## src/rtl/rob_pkg.sv

```systemverilog
package rob_pkg;
  typedef enum logic [1:0] {
    KIND_REG    = 2'b00,
    KIND_STORE  = 2'b01,
    KIND_BRANCH = 2'b10,
    KIND_NOP    = 2'b11
  } kind_e;

  typedef struct packed {
    logic  ready;
    logic  mispred;
    logic  excp;
    kind_e kind;
  } status_t;
endpackage

```

## src/rtl/rob_ptrs.sv

```systemverilog
module rob_ptrs #(
  parameter int DEPTH = 8
) (
  input  logic                     clk_i,
  input  logic                     rst_ni,
  input  logic                     push_i,
  input  logic                     pop_i,
  input  logic                     clear_i,
  output logic [$clog2(DEPTH)-1:0] head_o,
  output logic [$clog2(DEPTH)-1:0] tail_o,
  output logic                     full_o,
  output logic                     empty_o
);
  localparam int IDX_W = $clog2(DEPTH);
  localparam int PTR_W = IDX_W + 1;

  logic [PTR_W-1:0] head_q, tail_q;

  always_ff @(posedge clk_i or negedge rst_ni) begin
    if (!rst_ni) begin
      head_q <= '0;
      tail_q <= '0;
    end else if (clear_i) begin
      head_q <= '0;
      tail_q <= '0;
    end else begin
      if (push_i) tail_q <= tail_q + PTR_W'(1);
      if (pop_i)  head_q <= head_q + PTR_W'(1);
    end
  end

  assign head_o  = head_q[IDX_W-1:0];
  assign tail_o  = tail_q[IDX_W-1:0];
  // same index, wrap bits tell full from empty
  assign empty_o = (head_q == tail_q);
  assign full_o  = (head_q[IDX_W-1:0] == tail_q[IDX_W-1:0]) &&
                   (head_q[IDX_W] != tail_q[IDX_W]);
endmodule

```

## src/rtl/rob_slots.sv

```systemverilog
module rob_slots import rob_pkg::*; #(
  parameter int DEPTH  = 8,
  parameter int DATA_W = 32,
  parameter int DEST_W = 5
) (
  input  logic                     clk_i,
  input  logic                     rst_ni,
  input  logic                     clear_i,
  input  logic                     alloc_en_i,
  input  logic [$clog2(DEPTH)-1:0] alloc_idx_i,
  input  kind_e                    alloc_kind_i,
  input  logic [DEST_W-1:0]        alloc_dest_i,
  input  logic                     cmpl_en_i,
  input  logic [$clog2(DEPTH)-1:0] cmpl_idx_i,
  input  logic [DATA_W-1:0]        cmpl_value_i,
  input  logic                     cmpl_mispred_i,
  input  logic                     cmpl_excp_i,
  input  logic                     retire_en_i,
  input  logic [$clog2(DEPTH)-1:0] head_idx_i,
  input  logic [$clog2(DEPTH)-1:0] rd_idx_i,
  output logic                     head_valid_o,
  output status_t                  head_stat_o,
  output logic [DEST_W-1:0]        head_dest_o,
  output logic [DATA_W-1:0]        head_value_o,
  output logic                     rd_ready_o,
  output logic [DATA_W-1:0]        rd_value_o
);
  localparam int IDX_W = $clog2(DEPTH);

  logic [DEPTH-1:0]  valid_q;
  status_t           stat_q  [DEPTH];
  logic [DEST_W-1:0] dest_q  [DEPTH];
  logic [DATA_W-1:0] value_q [DEPTH];

  logic [DEPTH-1:0] alloc_hit, cmpl_hit, ret_hit;

  for (genvar g = 0; g < DEPTH; g++) begin : g_slot
    assign alloc_hit[g] = alloc_en_i  && (alloc_idx_i == IDX_W'(g));
    assign cmpl_hit[g]  = cmpl_en_i   && (cmpl_idx_i  == IDX_W'(g)) && valid_q[g];
    assign ret_hit[g]   = retire_en_i && (head_idx_i  == IDX_W'(g));
  end

  always_ff @(posedge clk_i or negedge rst_ni) begin
    if (!rst_ni) begin
      for (int i = 0; i < DEPTH; i++) begin
        valid_q[i] <= 1'b0;
        stat_q[i]  <= '0;
        dest_q[i]  <= '0;
        value_q[i] <= '0;
      end
    end else begin
      for (int i = 0; i < DEPTH; i++) begin
        if (clear_i) begin
          valid_q[i]      <= 1'b0;
          stat_q[i].ready <= 1'b0;
        end else begin
          if (alloc_hit[i]) begin
            valid_q[i] <= 1'b1;
            stat_q[i]  <= '{ready: 1'b0, mispred: 1'b0, excp: 1'b0, kind: alloc_kind_i};
            dest_q[i]  <= alloc_dest_i;
          end else if (cmpl_hit[i]) begin
            stat_q[i].ready   <= 1'b1;
            stat_q[i].mispred <= cmpl_mispred_i;
            stat_q[i].excp    <= cmpl_excp_i;
            value_q[i]        <= cmpl_value_i;
          end
          if (ret_hit[i]) valid_q[i] <= 1'b0;
        end
      end
    end
  end

  assign head_valid_o = valid_q[head_idx_i];
  assign head_stat_o  = stat_q[head_idx_i];
  assign head_dest_o  = dest_q[head_idx_i];
  assign head_value_o = value_q[head_idx_i];
  assign rd_ready_o   = valid_q[rd_idx_i] && stat_q[rd_idx_i].ready;
  assign rd_value_o   = value_q[rd_idx_i];
endmodule

```

## src/rtl/rob_retire.sv

```systemverilog
module rob_retire import rob_pkg::*; (
  input  logic    empty_i,
  input  logic    head_valid_i,
  input  status_t head_stat_i,
  output logic    retire_o,
  output logic    reg_we_o,
  output logic    mem_we_o,
  output logic    flush_o,
  output logic    excp_o
);
  logic go, bad_branch;

  assign go         = !empty_i && head_valid_i && head_stat_i.ready;
  // mispredict only counts on branches
  assign bad_branch = (head_stat_i.kind == KIND_BRANCH) && head_stat_i.mispred;
  assign excp_o     = go && head_stat_i.excp;
  assign flush_o    = go && (head_stat_i.excp || bad_branch);
  assign retire_o   = go && !flush_o;
  assign reg_we_o   = retire_o && (head_stat_i.kind == KIND_REG);
  assign mem_we_o   = retire_o && (head_stat_i.kind == KIND_STORE);
endmodule

```

## src/rtl/rob_core.sv

```systemverilog
module rob_core import rob_pkg::*; #(
  parameter int DEPTH  = 8,
  parameter int DATA_W = 32,
  parameter int DEST_W = 5
) (
  input  logic                     clk_i,
  input  logic                     rst_ni,
  input  logic                     alloc_valid_i,
  input  logic [1:0]               alloc_kind_i,
  input  logic [DEST_W-1:0]        alloc_dest_i,
  output logic                     alloc_ready_o,
  output logic [$clog2(DEPTH)-1:0] alloc_tag_o,
  input  logic                     cmpl_valid_i,
  input  logic [$clog2(DEPTH)-1:0] cmpl_tag_i,
  input  logic [DATA_W-1:0]        cmpl_value_i,
  input  logic                     cmpl_mispred_i,
  input  logic                     cmpl_excp_i,
  input  logic [$clog2(DEPTH)-1:0] rd_tag_i,
  output logic                     rd_ready_o,
  output logic [DATA_W-1:0]        rd_value_o,
  output logic                     retire_o,
  output logic                     reg_we_o,
  output logic [DEST_W-1:0]        reg_dest_o,
  output logic [DATA_W-1:0]        reg_data_o,
  output logic                     mem_we_o,
  output logic [DEST_W-1:0]        mem_addr_o,
  output logic [DATA_W-1:0]        mem_data_o,
  output logic                     flush_o,
  output logic                     excp_o
);
  localparam int IDX_W = $clog2(DEPTH);

  logic [IDX_W-1:0]  head_idx, tail_idx;
  logic              full, empty, alloc_fire, cmpl_en;
  logic              head_valid;
  status_t           head_stat;
  logic [DEST_W-1:0] head_dest;
  logic [DATA_W-1:0] head_value;

  assign alloc_ready_o = !full && !flush_o;
  assign alloc_fire    = alloc_valid_i && alloc_ready_o;
  assign cmpl_en       = cmpl_valid_i && !flush_o;
  assign alloc_tag_o   = tail_idx;

  rob_ptrs #(.DEPTH(DEPTH)) u_ptrs (
    .clk_i   (clk_i),
    .rst_ni  (rst_ni),
    .push_i  (alloc_fire),
    .pop_i   (retire_o),
    .clear_i (flush_o),
    .head_o  (head_idx),
    .tail_o  (tail_idx),
    .full_o  (full),
    .empty_o (empty)
  );

  rob_slots #(.DEPTH(DEPTH), .DATA_W(DATA_W), .DEST_W(DEST_W)) u_slots (
    .clk_i          (clk_i),
    .rst_ni         (rst_ni),
    .clear_i        (flush_o),
    .alloc_en_i     (alloc_fire),
    .alloc_idx_i    (tail_idx),
    .alloc_kind_i   (kind_e'(alloc_kind_i)),
    .alloc_dest_i   (alloc_dest_i),
    .cmpl_en_i      (cmpl_en),
    .cmpl_idx_i     (cmpl_tag_i),
    .cmpl_value_i   (cmpl_value_i),
    .cmpl_mispred_i (cmpl_mispred_i),
    .cmpl_excp_i    (cmpl_excp_i),
    .retire_en_i    (retire_o),
    .head_idx_i     (head_idx),
    .rd_idx_i       (rd_tag_i),
    .head_valid_o   (head_valid),
    .head_stat_o    (head_stat),
    .head_dest_o    (head_dest),
    .head_value_o   (head_value),
    .rd_ready_o     (rd_ready_o),
    .rd_value_o     (rd_value_o)
  );

  rob_retire u_retire (
    .empty_i      (empty),
    .head_valid_i (head_valid),
    .head_stat_i  (head_stat),
    .retire_o     (retire_o),
    .reg_we_o     (reg_we_o),
    .mem_we_o     (mem_we_o),
    .flush_o      (flush_o),
    .excp_o       (excp_o)
  );

  assign reg_dest_o = head_dest;
  assign reg_data_o = head_value;
  assign mem_addr_o = head_dest;
  assign mem_data_o = head_value;
endmodule

```

## config.mk

```make
export PLATFORM = sky130hd
export DESIGN_NAME = rob_core
export DESIGN_NICKNAME = d
export VERILOG_FILES = /design/src/rtl/rob_pkg.sv /design/src/rtl/rob_ptrs.sv /design/src/rtl/rob_slots.sv /design/src/rtl/rob_retire.sv /design/src/rtl/rob_core.sv
export SDC_FILE = /design/constraint.sdc
export NUM_CORES = 1
export LEC_CHECK = 0
export BUFFER_PORTS_ARGS = -buffer_cell sky130_fd_sc_hd__buf_2
export CAP_MARGIN = 10
export CORE_UTILIZATION = 60
export CTS_CLUSTER_SIZE = 30
export DETAILED_ROUTE_END_ITERATION = 6
export GPL_TIMING_DRIVEN = 0
export PLACE_DENSITY = 0.8
export SYNTH_ARGS = -nofsm -noshare
export SYNTH_HDL_FRONTEND = slang
export SYNTH_HIERARCHICAL = 1
export SYNTH_SLANG_ARGS = --single-unit
```

## constraint.sdc

```tcl
create_clock -name clk_i -period 8.2 [get_ports clk_i]
set_input_delay 1.64 -clock clk_i [delete_from_list [all_inputs] [get_ports clk_i]]
set_output_delay 1.64 -clock clk_i [all_outputs]
set_load 0.02 [all_outputs]
```

# == Word level (Yosys, flattened, before mapping) ==
# Index checks and enable logic that the tools add are counted.
# totals
reg_bits,352
input_bits,51
output_inout_bits,116
word_cells,275
# classes
n_addsub,2
order_cmp,4
eq_ne,26
muxes,71
n_bitwise,11
n_reduce_logical,103
# ops
operator,n
32-bit binary-select mux with 3-bit select,2
32-bit 2-to-1 mux,4
3-bit 2-to-1 mux,16
3-bit nonzero test,16
5-bit binary-select mux with 3-bit select,3
1-bit logical AND,45
3-bit equality test (second input constant),12
1-bit 2-to-1 mux,34
2-bit AND reduction,16
5-bit 2-to-1 mux,6
3-bit AND reduction,8
2-bit nonzero test,10
3-bit by 2-bit equality test with 1-bit output (second input constant),6
4-bit 2-to-1 mux,4
3-bit by 1-bit equality test with 1-bit output (second input constant),3
3-bit zero test,3
1-bit NOT,9
4-bit by 1-bit adder with 4-bit output (second input constant),2
4-bit greater-or-equal comparator (second input constant),2
3-bit by 4-bit < comparator with 1-bit output (second input constant),2
3-bit NOT with 4-bit output,2
1-bit binary-select mux with 3-bit select,2
4-bit equality test,1
3-bit equality test,1
6 further kinds,8

# == Logic depth before layout (Yosys ltp) ==
# Gate-level depths: netlist of the first run.
# depth
word_depth,15
ltp_mapped,14
ltp_nobuf,8

# == Hierarchy ==
# Netlist of the first run, hierarchy kept.
# modules_own_cells
mod,instances,cells_each,area_each_um2,seq_area_each_um2
rob_slots,1,1130,17869.6,8608.3
rob_ptrs,1,45,478.0,200.2
rob_core,1,40,300.3,0.0
rob_retire,1,8,88.8,0.0

# == Least setup slack after synthesis of the first run ==
# OpenSTA, ideal clock, no wires.
# synth_path
kind,input port to output port
from,in rd_tag_i[0]
to,out rd_value_o[2]
arrival_ps,3233
required_time_ps,6560
path_slack_ps,3327
path_stages,5
n_path_buf,3
path_cell_list,clkbuf_1 buf_2 buf_2 mux4_2 mux2_2
# synth_between
elab_chain_cells,4
# synth_rtl
element,line,rtl
start: declaration,rob_core.sv:18,"input logic [$clog2(DEPTH)-1:0] rd_tag_i,"
3-bit NOT with 4-bit output (implied by the code),rob_slots.sv:78,assign rd_value_o = value_q[rd_idx_i];
32-bit binary-select mux with 3-bit select,rob_slots.sv:78,
32-bit 2-to-1 mux (implied by the code) (2 in a row),rob_slots.sv:78,
end: declaration,rob_core.sv:20,"output logic [DATA_W-1:0] rd_value_o,"
# No other way between the ends. The select of a mux whose other input is x is not followed.

==> impl_results.md, run 1 <==
* Syn Inst Count at 1223
* Crit Path Class: reg -> out
* F_max at 0.1673 GHz
* Sw Ratio at 0.3698
* Syn Std Cell Area at 18740 µm²
* Critical path cell sequence: buf_4, clkbuf_1, clkbuf_1, mux4_2, mux2_2, nand3b_1, nor3b_2, buf_2
* Avg Vias per Cell at 6.519
* Die Width at about 180 µm
* Dpl cells at approximately 1.8k
* Port Buf Inserts at ~160
* Hold Buf Count CTS at 0
* Syn nets at 1276
* CP max stage delay at 0.74 ns
* Clock root buffer: clkbuf_16
* Worst Skew at 0.01195 ns
* Netlist cell types at 57
* Tot GR Track Use at 0.3041
* Leakage at 9.279 nW
* Final ANT Viol Nets at 0
* Maxcap violations at 0
* Global-route wire length before repair at 71.95 mm
* Main synth FF type: dfrtp_1
* Internal power at 0.006252 W
* Fraction of layout cells with a size suffix above 1 at 0.5861
* Fin cells at 1855
* Crit end category: output port
* CTS tree: yes
* Max rail drop VDD at 0.0003838 V
* Clock-pin slew on the worst setup and hold paths at ~0.060 ns
* Clk pwr share at 0.175
* Clk buf depth at 3
* Post-route DRC at 0
* Initial antenna violation count at 5
* IO Pins at 167
* Final TNS setup at 0 ns
* WP data arrival at 4.34 ns
* GP Congestion at 0.8427
* P_sw at 0.003669 W
* Final hold viol count at 0
* Post-DP HPWL at about 32 mm
* Multi-input gate area at 9128 µm²
* 1st-iter DRT viols at 918
* Slew HR at 0.2264
* Ratio of final minimum period to clock period at 0.7290
* Via Count at 12.09k
* Largest net degree at the start of global routing at 121
* Worst-path maximum fanout at 11
* Final net count at 1483
* Synthesis Warnings at 6
* Layout overhead on the synthesized area at 14.33%
* Sequential area share after synthesis at 0.4701
* Detailed Route WL at 46.88 mm
* Unrepaired setup endpoints after global routing: false
* Core area at between 30000 and 40000 µm²
* Outcome: complete, no violations
* DRT Pass-1 Iters at 5
* Sequential Area at 8808 µm²
* Worst-Skew Late Latency at 0.52 ns
* Combinational fraction of design power at 0.501
* Grt ovf at 0
* Vias in the first global route at around 12k
* Worst Hold Class: reg -> reg
* Slew Viols, Final at 0
* Starting Density at 0.6109
* Die area at 31940 µm²
* CP Data Required Time at 6.56 ns
* Routed WL per cell at 25.27 µm
* Fill cell count at 2109
* H-tree levels at 2
* Crit start category: flop
* Number of flops mapped to enable cells by yosys at 0
* CP most frequent cell: clkbuf_1
* Pwr dens at 463.1 nW/µm²
* #FFs+latches synth at 352
* Minimum clock period at 5.978 ns
* Least-Margin Pin Slew at ~1.2 ns
* CP max-delay cell: clkbuf_1
* Avg Inst Size Synth at between 15 and 20 µm²
* Asr flop ratio synth at 1.000
* Clock Sinks at 352
* Chip height at around 180 µm
* Post CTS Setup Buffer Count at 0
* Flop pwr share at 0.324
* FP Rows at 64
* PostCTS Resize Cnt at 0
* Cts bufs inserted at 39
* Setup Viol. Count Final at 0
==> cells in the final DEF, fill, tap and decap left out, types with 7 or more instances in the layout <==
cell type / instances
inv_1: 9
buf_4: 44
a21oi_1: 8
nand2_1: 14
clkbuf_1: 49
nand4_1: 13
a311oi_1: 7
dfrtp_1: 352
nand3_1: 13
nor2b_1: 17
clkinv_2: 7
nor2_1: 15
mux4_2: 150
clkbuf_8: 12
nand3b_1: 7
mux2_1: 13
clkbuf_16: 39
buf_2: 199
mux2_2: 376
==> worst max-delay path: cells and delay by family, from the launching register on <==
kind                   cells  cell delay [ns]
AND/OR/NAND/NOR            2             0.85
multiplexers               2             0.75
flip-flops                 1             0.44
buffers and inverters      4             1.78
==> worst paths after layout <==
kind / endpoint / start / slack, ns / depth (start not counted)
worst max-delay path: retire_o / u_ptrs/head_q[1]$_DFFE_PN0P_ / 2.22 / 8
worst min-delay path: u_slots/stat_q[33]$_DFFE_PN0P_ / u_slots/stat_q[33]$_DFFE_PN0P_ / 0.50 / 1
worst max register to register: u_slots/value_q[38]$_DFFE_PN0P_ / u_ptrs/head_q[1]$_DFFE_PN0P_ / 2.29 / 13
worst min register to register: u_slots/stat_q[33]$_DFFE_PN0P_ / u_slots/stat_q[33]$_DFFE_PN0P_ / 0.50 / 1
max in group asynchronous: u_slots/value_q[137]$_DFFE_PN0P_ / rst_ni / 5.89 / 3
min in group asynchronous: u_ptrs/head_q[0]$_DFFE_PN0P_ / rst_ni / 1.06 / 1
==> state kept, by name (all words and copies together) (netlist names) <==
register         flops
u_ptrs/head_q        4
u_ptrs/tail_q        4
u_slots/dest_q      40
u_slots/stat_q      40
u_slots/valid_q      8
u_slots/value_q    256
==> stage by stage <==
step                cell area (µm²)  hold slack (ns)  setup slack, ns  power [W]    util
floorplan                     18740           0.4605            3.327   0.006785       -
global placement              20050           0.4729           -1.270   0.007970  0.6537
detailed placement            20140           0.4853            2.365   0.008167  0.6567
CTS                           21420           0.4978            2.191   0.009950  0.6983
global route                  21420           0.5091            2.005    0.01044  0.6984
finish                        21420           0.5039            2.222   0.009921  0.6985
==> cells by family after synthesis <==
group,count (synthesis),share of synthesized area
multiplexers,541,0.4152
flip-flops,352,0.4701
buffers and inverters,145,0.04274
AND/OR/NAND/NOR,130,0.04815
AO/OA/AOI/OAI,47,0.01970
XOR/XNOR,6,0.002805
adder cells (fa/ha/maj),2,0.001335
==> cell type report <==
class                   instances  area share
diodes                          2   0.0002336
plain buffers                 136     0.03580
clock buffers                  57     0.05432
clock inverters                11    0.005257
inverters                       9    0.001577
multi-input cells             726      0.4261
flip-flops and latches        352      0.4112
well taps                     396     0.02313
repair buffers                166     0.04240
==> cells in the mapped netlist (3+ instances only) <==
| cell | instances | area [µm²] |
|---|---|---|
| nor3b_1 | 3 | 22.52 |
| nand4_1 | 13 | 81.33 |
| buf_6 | 6 | 67.56 |
| o21a_1 | 3 | 22.52 |
| and4b_1 | 4 | 40.04 |
| a22oi_1 | 3 | 22.52 |
| nand4b_1 | 5 | 43.79 |
| and3_1 | 4 | 25.02 |
| a311oi_1 | 7 | 61.31 |
| o211ai_1 | 6 | 45.04 |
| a211o_1 | 4 | 35.03 |
| a32o_1 | 6 | 60.06 |
| mux2_1 | 13 | 146.4 |
| nor2_1 | 15 | 56.30 |
| buf_4 | 44 | 330.3 |
| nor4b_1 | 3 | 26.28 |
| nand2_1 | 14 | 52.55 |
| nor3_1 | 4 | 20.02 |
| nor2b_1 | 17 | 106.4 |
| and3b_1 | 4 | 35.03 |
| xor2_1 | 3 | 26.28 |
| inv_1 | 9 | 33.78 |
| nand3b_1 | 7 | 52.55 |
| nand3_1 | 13 | 65.06 |
| dfrtp_1 | 352 | 8808 |
| clkbuf_1 | 43 | 161.4 |
| and2_1 | 5 | 31.28 |
| buf_1 | 6 | 22.52 |
| a21oi_1 | 8 | 40.04 |
| buf_2 | 37 | 185.2 |
| mux2_2 | 376 | 4234 |
| xnor2_1 | 3 | 26.28 |
| mux4_2 | 150 | 3378 |
==> routing by layer <==
metal / track usage / wire (µm) / vias up
met5: 0 / 23 / -
met4: 0.09499 / 1196 / 4
met3: 0.05301 / 2820 / 90
met2: 0.5000 / 23210 / 438
met1: 0.4156 / 19630 / 6444
li1: - / - / 5116
==> power by group through the flow <==
stage / Sequential, W / Clock, W / Combinational [W]
2_1_floorplan: 0.00299 / 0 / 0.00379
3_3_place_gp: 0.00312 / 0 / 0.00485
3_5_place_dp: 0.00320 / 0 / 0.00497
4_1_cts: 0.00319 / 0.00177 / 0.00499
5_1_grt: 0.00331 / 0.00184 / 0.00529
6_report: 0.00321 / 0.00174 / 0.00497
Power figures use the tool's default switching activity.
==> run 2: changes to the inputs <==
==> constraint.sdc (replaced) <==
create_clock -name clk_i -period 5.8 [get_ports clk_i]
set_input_delay 1.16 -clock clk_i [delete_from_list [all_inputs] [get_ports clk_i]]
set_output_delay 1.16 -clock clk_i [all_outputs]
set_load 0.02 [all_outputs]
==> run 2 against run 1 <==
Non-clock buffer count shrank 1. Via count is 0.16% higher. Sequential share of layout area barely moved. Largest cell class unchanged. Sequential power grew 41%. Hold slack got worse by 0.0022 ns. Sequential cell count stayed put. Die area unchanged. Global-route usage stayed put. Clock skew is 0.0013 ns higher.
==> impl_results.md, run 2 (synthesized netlist as in run 1, its figures left out) <==
* 1st-iter DRT viols at 979 (+6.6%)
* Die area at 31940 µm² (unchanged)
* Top Metal Used: met5
* DRT Pass-1 Iters at 5 (unchanged)
* CP delay by family, top: buffers and inverters
* DP Area at 20140 µm² (unchanged)
* GP Congestion at 0.8427 (unchanged)
* Clk pwr share at 0.175 (about the same)
* Final ANT Viol Nets at 0 (unchanged)
* Worst-Skew Late Latency at 0.52 ns (about the same)
* Global-route wire length before repair at 71.95 mm (unchanged)
* IO Pins at 167 (unchanged)
* Grt ovf at 0 (unchanged)
* Crit Path Class: reg -> reg
* Least-Margin Pin Slew at 1.139 ns (-0.02098 ns)
* Wire length on met1 at 19.45 mm (-0.91%)
* Largest registers: u_slots/value_q (256), u_slots/dest_q (40), u_slots/stat_q (40)
* Largest net degree at the start of global routing at 121 (unchanged)
* WL met3 at 2.956 mm (+4.8%)
* CP most frequent cell: clkbuf_1
* Reg2reg end: u_slots/value_q[6]$_DFFE_PN0P_
* Tot GR Track Use at 0.3041 (unchanged)
* Cts bufs inserted at 39 (unchanged)
* Slew Viols, Final at 0 (unchanged)
* Cell depth of the worst setup path at 13 (+5)
* Worst Hold Class: reg -> reg
* Slew HR at 0.2404 (+0.01399)
* R2R Setup Slk at 0.21 ns (-2.08 ns)
* Worst path bufs/invs at 6 (+2)
* Ratio of final minimum period to clock period at 0.9630
* CP max-delay cell: clkbuf_1
* CP endpoint: u_slots/value_q[6]$_DFFE_PN0P_
* P_sw at 0.005191 W (+41%)
* Dpl cells at 1785 (unchanged)
* Post-route DRC at 0 (unchanged)
* Critical Path Start: u_ptrs/head_q[1]$_DFFE_PN0P_
* CTS tree: yes
* Pwr dens at 654.7 nW/µm² (+41%)
* Clock Sinks at 352 (unchanged)
* FP Rows at 64 (unchanged)
* Worst Skew at 0.01328 ns (+0.001326 ns)
* Biggest register: u_slots/value_q
* Clk buf depth at 3 (unchanged)
* Design area at 21430 µm² (about the same)
* Routed wire length on met2 at 23.35 mm (+0.60%)
* Critical path cell sequence: buf_4, clkbuf_1, clkbuf_1, mux4_2, mux2_2, nand3b_1, a21oi_1, buf_2, clkbuf_1, a41oi_1, nand3_1, buf_2, mux2_2
* Vias in the first global route at 12.41k (+0.0081%)
* Clock-pin slew on the worst setup and hold paths at 0.06 ns (about the same)
* Internal power at 0.008841 W (+41%)
* Final hold viol count at 0 (unchanged)
* F_max at 0.1790 GHz
* WP data arrival at 5.99 ns (+1.65 ns)
* Most common cell after layout, fill and taps aside: mux2_2
* Most frequent cells in the layout: mux2_2, dfrtp_1, buf_2
* Outcome: complete, no violations
* Crit end category: flop
* Core area at 30670 µm² (unchanged)
* Die Width at 178.7 µm (unchanged)
* Flop pwr share at 0.324 (about the same)
* Via Count at 12.11k (+0.16%)
* Worst reg2reg path startpoint: u_ptrs/head_q[1]$_DFFE_PN0P_
* Clock root buffer: clkbuf_16
* Fraction of layout cells with a size suffix above 1 at 0.5872 (+0.001089)
* Post-DP HPWL at 31.64 mm (unchanged)
* Leakage at 9.282 nW (about the same)
* Initial antenna violation count at 5 (unchanged)
* Power Total at 0.01403 W (+41%)
* Routed WL per cell at 25.30 µm (+0.12%)
* CP max stage delay at 0.64 ns (-0.10 ns)
* Minimum clock period at 5.585 ns
* Combinational fraction of design power at 0.502 (about the same)
* Detailed Route WL at 46.91 mm (about the same)
* Sw Ratio at 0.3699 (about the same)
* Maxcap violations at 0 (unchanged)
* H-tree levels at 2 (unchanged)
* CP Data Required Time at 6.20 ns (-0.36 ns)
* Crit start category: flop
* R2r worst-path depth at 13 (unchanged)
* Max reg flops at 256 (unchanged)
* Final TNS setup at 0 ns (unchanged)
* Port Buf Inserts at 163 (unchanged)
* Final worst slack at 0.2147 ns (-2.007 ns)
* Place WS at -0.03469 ns (-2.400 ns)
* Hold Buf Count CTS at 0 (unchanged)
* Starting Density at 0.6109 (unchanged)
* Fin cells at 1854 (-0.054%)
* Chip height at 178.7 µm (unchanged)
* Max rail drop VDD at 0.0005427 V (+41%)
* Setup Viol. Count Final at 0 (unchanged)
* Worst-path maximum fanout at 10 (-1)
* Final net count at 1482 (-0.067%)
* Avg Vias per Cell at 6.532 (+0.21%)
* Layout overhead on the synthesized area at 14.40% (about the same)
[run 2: changes by cell type in the layout (fill, tap and decap cells not counted)]
| cell | change |
|---|---|
| clkbuf_2 | +1 |
| nor4_4 | +1 |
| nor3b_2 | -1 |
| nor4_2 | -1 |
| clkbuf_1 | -2 |
| nor3b_4 | +1 |
[run 2: power groups by stage]
stage / logic [W] / registers [W] / clock network [W]
global route: 0.00748 / 0.00468 / 0.00260
CTS: 0.00706 / 0.00451 / 0.00250
finish: 0.00704 / 0.00454 / 0.00245
detailed placement: 0.00702 / 0.00452 / 0
global placement: 0.00685 / 0.00442 / 0
floorplan: 0.00536 / 0.00423 / 0
[run 2: stage by stage]
stage               hold slack, ns    util
floorplan                   0.4605       -
global placement            0.4729  0.6537
detailed placement          0.4853  0.6567
CTS                         0.4978  0.6986
global route                0.5091  0.6988
finish                      0.5017  0.6989
[run 2: final cells by class]
type	count	area [µm²]
fill	2109	9235
multi-input combinational	726	9143
sequential	352	8808
clock buffer	57	1164
timing repair buffer	166	908.4
buffer	135	764.5
tap	396	495.5
clock inverter	11	112.6
inverter	9	33.78
antenna	2	5.005
[run 2: worst min path at each step]
stage	startpoint	end	slack [ns]	depth (start not counted)
2_1_floorplan	u_slots/stat_q[27]$_DFFE_PN0P_	u_slots/stat_q[27]$_DFFE_PN0P_	0.46	1
4_1_cts	u_slots/stat_q[32]$_DFFE_PN0P_	u_slots/stat_q[32]$_DFFE_PN0P_	0.50	1
3_3_place_gp	u_slots/stat_q[28]$_DFFE_PN0P_	u_slots/stat_q[28]$_DFFE_PN0P_	0.47	1
5_1_grt	u_slots/stat_q[32]$_DFFE_PN0P_	u_slots/stat_q[32]$_DFFE_PN0P_	0.51	1
3_5_place_dp	u_slots/stat_q[32]$_DFFE_PN0P_	u_slots/stat_q[32]$_DFFE_PN0P_	0.49	1
6_report	u_slots/stat_q[33]$_DFFE_PN0P_	u_slots/stat_q[33]$_DFFE_PN0P_	0.50	1
[run 2: per-layer routing]
metal | vias to the layer above | global-route usage
met1 | 6444 | 0.4156
met3 | 85 | 0.05301
met2 | 457 | 0.5000
li1 | 5121 | -
met5 | - | 0
met4 | 4 | 0.09499
[run 2: what timing repair did]
action / 4_1_cts / 5_1_grt
resized for setup: 1 / 4
setup endpoints to repair: 30 / 98
buffers inserted: 0 / 0
==> run 3: changes to the inputs <==
--- a/config.mk
+++ b/config.mk
@@ -7,6 +7,7 @@
 export LEC_CHECK = 0
 export BUFFER_PORTS_ARGS = -buffer_cell sky130_fd_sc_hd__buf_2
 export CAP_MARGIN = 10
+export CORE_MARGIN = 5
 export CORE_UTILIZATION = 60
 export CTS_CLUSTER_SIZE = 30
 export DETAILED_ROUTE_END_ITERATION = 6
==> run 3 against run 2 <==
Setup slack better by 0.18 ns. Sequential cell count unchanged. First-iteration DRC count up 1.3%. Final cell count unchanged. Register-to-register slack better by 0.18 ns. Via count down 0.28%. Hold slack worse by 0.0022 ns. Clock skew up 0.0021 ns. Clock power about the same.
==> impl_results.md, run 3 (synthesized netlist as in run 1, its figures left out) <==
* Outcome: complete, no violations
* Least-Margin Pin Slew at 1.121 ns (-0.01866 ns)
* Worst Hold Class: reg -> reg
* Initial antenna violation count at 3 (-2)
* Most frequent cells in the layout: mux2_2, dfrtp_1, buf_2
* Top Metal Used: met5
* Combinational fraction of design power at 0.502 (about the same)
* P_sw at 0.005229 W (+0.74%)
* Fin cells at 1854 (unchanged)
* Wire length on met1 at 19.25 mm (-1.0%)
* Hold Startpoint: u_slots/dest_q[28]$_DFFE_PN0P_
* Detailed Route WL at 47.81 mm (+1.9%)
* Routed WL per cell at 25.79 µm (+1.9%)
* Fin Hold WS at 0.4996 ns (-0.002155 ns)
* Clock-pin slew on the worst setup and hold paths at 0.06 ns (about the same)
* CP Data Required Time at 6.20 ns (about the same)
* Pwr dens at 656.9 nW/µm² (+0.34%)
* Clock root buffer: clkbuf_16
* Minimum clock period at 5.410 ns (-0.1755 ns)
* Slew HR at 0.2528 (+0.01244)
* Biggest register: u_slots/value_q
* Worst-Skew Late Latency at 0.52 ns (about the same)
* Clk buf depth at 3 (unchanged)
* Die area at 34860 µm² (+9.2%)
* Avg Vias per Cell at 6.514 (-0.28%)
* Worst reg2reg path startpoint: u_ptrs/head_q[0]$_DFFE_PN0P_
* Crit start category: flop
* DP Area at 20110 µm² (-0.14%)
* Finished Core Util at 0.6965 (-0.002349)
* Port Buf Inserts at 163 (unchanged)
* Max reg flops at 256 (unchanged)
* Worst Skew at 0.01534 ns (+0.002058 ns)
* Internal power at 0.008839 W (about the same)
* 1st-iter DRT viols at 992 (+1.3%)
* Maxcap violations at 0 (unchanged)
* H-tree levels at 2 (unchanged)
* CTS tree: yes
* Via Count at 12.08k (-0.28%)
* WP data arrival at 5.81 ns (-0.18 ns)
* Vias in the first global route at 12.78k (+3.0%)
* Largest registers: u_slots/value_q (256), u_slots/dest_q (40), u_slots/stat_q (40)
* Crit end category: flop
* Worst-path maximum fanout at 11 (+1)
* Most common cell after layout, fill and taps aside: mux2_2
* Clk pwr share at 0.176 (about the same)
* F_max at 0.1849 GHz (+3.2%)
* Dpl cells at 1784 (-0.056%)
* Final hold viol count at 0 (unchanged)
* Slew Viols, Final at 0 (unchanged)
* Layout overhead on the synthesized area at 14.31% (about the same)
* Final ANT Viol Nets at 0 (unchanged)
* Grt ovf at 0 (unchanged)
* Post-DP HPWL at 32.26 mm (+1.9%)
* Cts bufs inserted at 38 (-2.6%)
* Unrepaired setup endpoints after global routing: false
* Die Width at 186.7 µm (+4.5%)
* Crit Path Class: reg -> reg
* Starting Density at 0.6093 (-0.001591)
* Global-route wire length before repair at 75.23 mm (+4.6%)
* Largest net degree at the start of global routing at 126 (+4.1%)
* IO Pins at 167 (unchanged)
* Leakage at 9.273 nW (-0.10%)
* Sw Ratio at 0.3717 (+0.001772)
* Hold Buf Count CTS at 0 (unchanged)
* Flop pwr share at 0.322 (-0.002)
* FP Rows at 64 (unchanged)
* Power Total at 0.01407 W (+0.26%)
* Critical Path Start: u_ptrs/head_q[0]$_DFFE_PN0P_
* Chip height at 186.7 µm (+4.5%)
* Tot GR Track Use at 0.2753 (-0.02879)
* Setup Viol. Count Final at 0 (unchanged)
* Max rail drop VDD at 0.0005548 V (+2.2%)
* WL met3 at 3.653 mm (+24%)
* Final net count at 1481 (-0.067%)
* Design area at 21420 µm² (about the same)
* DRT Pass-1 Iters at 5 (unchanged)
* Fraction of layout cells with a size suffix above 1 at 0.5889 (+0.001656)
* Post-route DRC at 0 (unchanged)
* Core area at 30750 µm² (+0.26%)
* Clock Sinks at 352 (unchanged)
* Ratio of final minimum period to clock period at 0.9327 (-0.03026)
* Routed wire length on met2 at 23.69 mm (+1.4%)
* GP Congestion at 0.9267 (+10%)
## run 3: power by group through the flow
stage	registers (W)	clock network [W]	logic, W
after detailed placement	0.00453	0	0.00705
after floorplan	0.00423	0	0.00536
after global placement	0.00441	0	0.00688
final	0.00453	0.00247	0.00706
after global routing	0.00468	0.00263	0.00754
after CTS	0.00450	0.00251	0.00710
## run 3: critical path, cell delays in order, from the launching register on
cell and delay (ns):
dfrtp_1 0.45, buf_4 0.15, clkbuf_1 0.52, buf_2 0.51
mux4_2 0.56, mux2_2 0.34, nand3b_1 0.13, a21oi_2 0.13
nor3b_2 0.63, clkbuf_1 0.38, nand4bb_1 0.34, nand3_1 0.35
buf_2 0.40, mux2_2 0.38
## run 3: through the flow
step	setup slack, ns	TNS [ns]
floorplan	1.454	0
global placement	-3.159	-1103.04
detailed placement	-0.1609	-3.989
CTS	0.1388	0
global route	0.09080	0
finish	0.3902	0
## run 3: final timing paths
kind / endpoint / slack (ns) / cells past startpoint
max: u_slots/value_q[170]$_DFFE_PN0P_ / 0.39 / 13
min reg2reg: u_slots/dest_q[28]$_DFFE_PN0P_ / 0.50 / 1
max reg2reg: u_slots/value_q[170]$_DFFE_PN0P_ / 0.39 / 13
max in group asynchronous: u_slots/value_q[53]$_DFFE_PN0P_ / 4.00 / 2
min: u_slots/dest_q[28]$_DFFE_PN0P_ / 0.50 / 1
min in group asynchronous: u_slots/stat_q[16]$_DFFE_PN0P_ / 0.67 / 1
## run 3: layout make-up
class                      instances  area, µm²
sequential                       352       8808
antenna                            1      2.502
tap                              396      495.5
timing repair buffer             165      880.8
clock inverter                    13      127.6
multi-input combinational        726       9140
inverter                           9      33.78
buffer                           136      769.5
clock buffer                      56       1160
fill                            2126       9331
## run 3: what timing repair did
| action | CTS | global route |
|---|---|---|
| resized for setup | 1 | 5 |
| endpoints found under the setup margin | 30 | 89 |
| setup buffers | 0 | 0 |
## run 3: metal layers
layer | global-route usage | vias to the layer above
met3 | 0.05176 | 90
li1 | - | 5105
met4 | 0.07964 | 4
met2 | 0.4525 | 525
met5 | 0 | -
met1 | 0.3818 | 6353
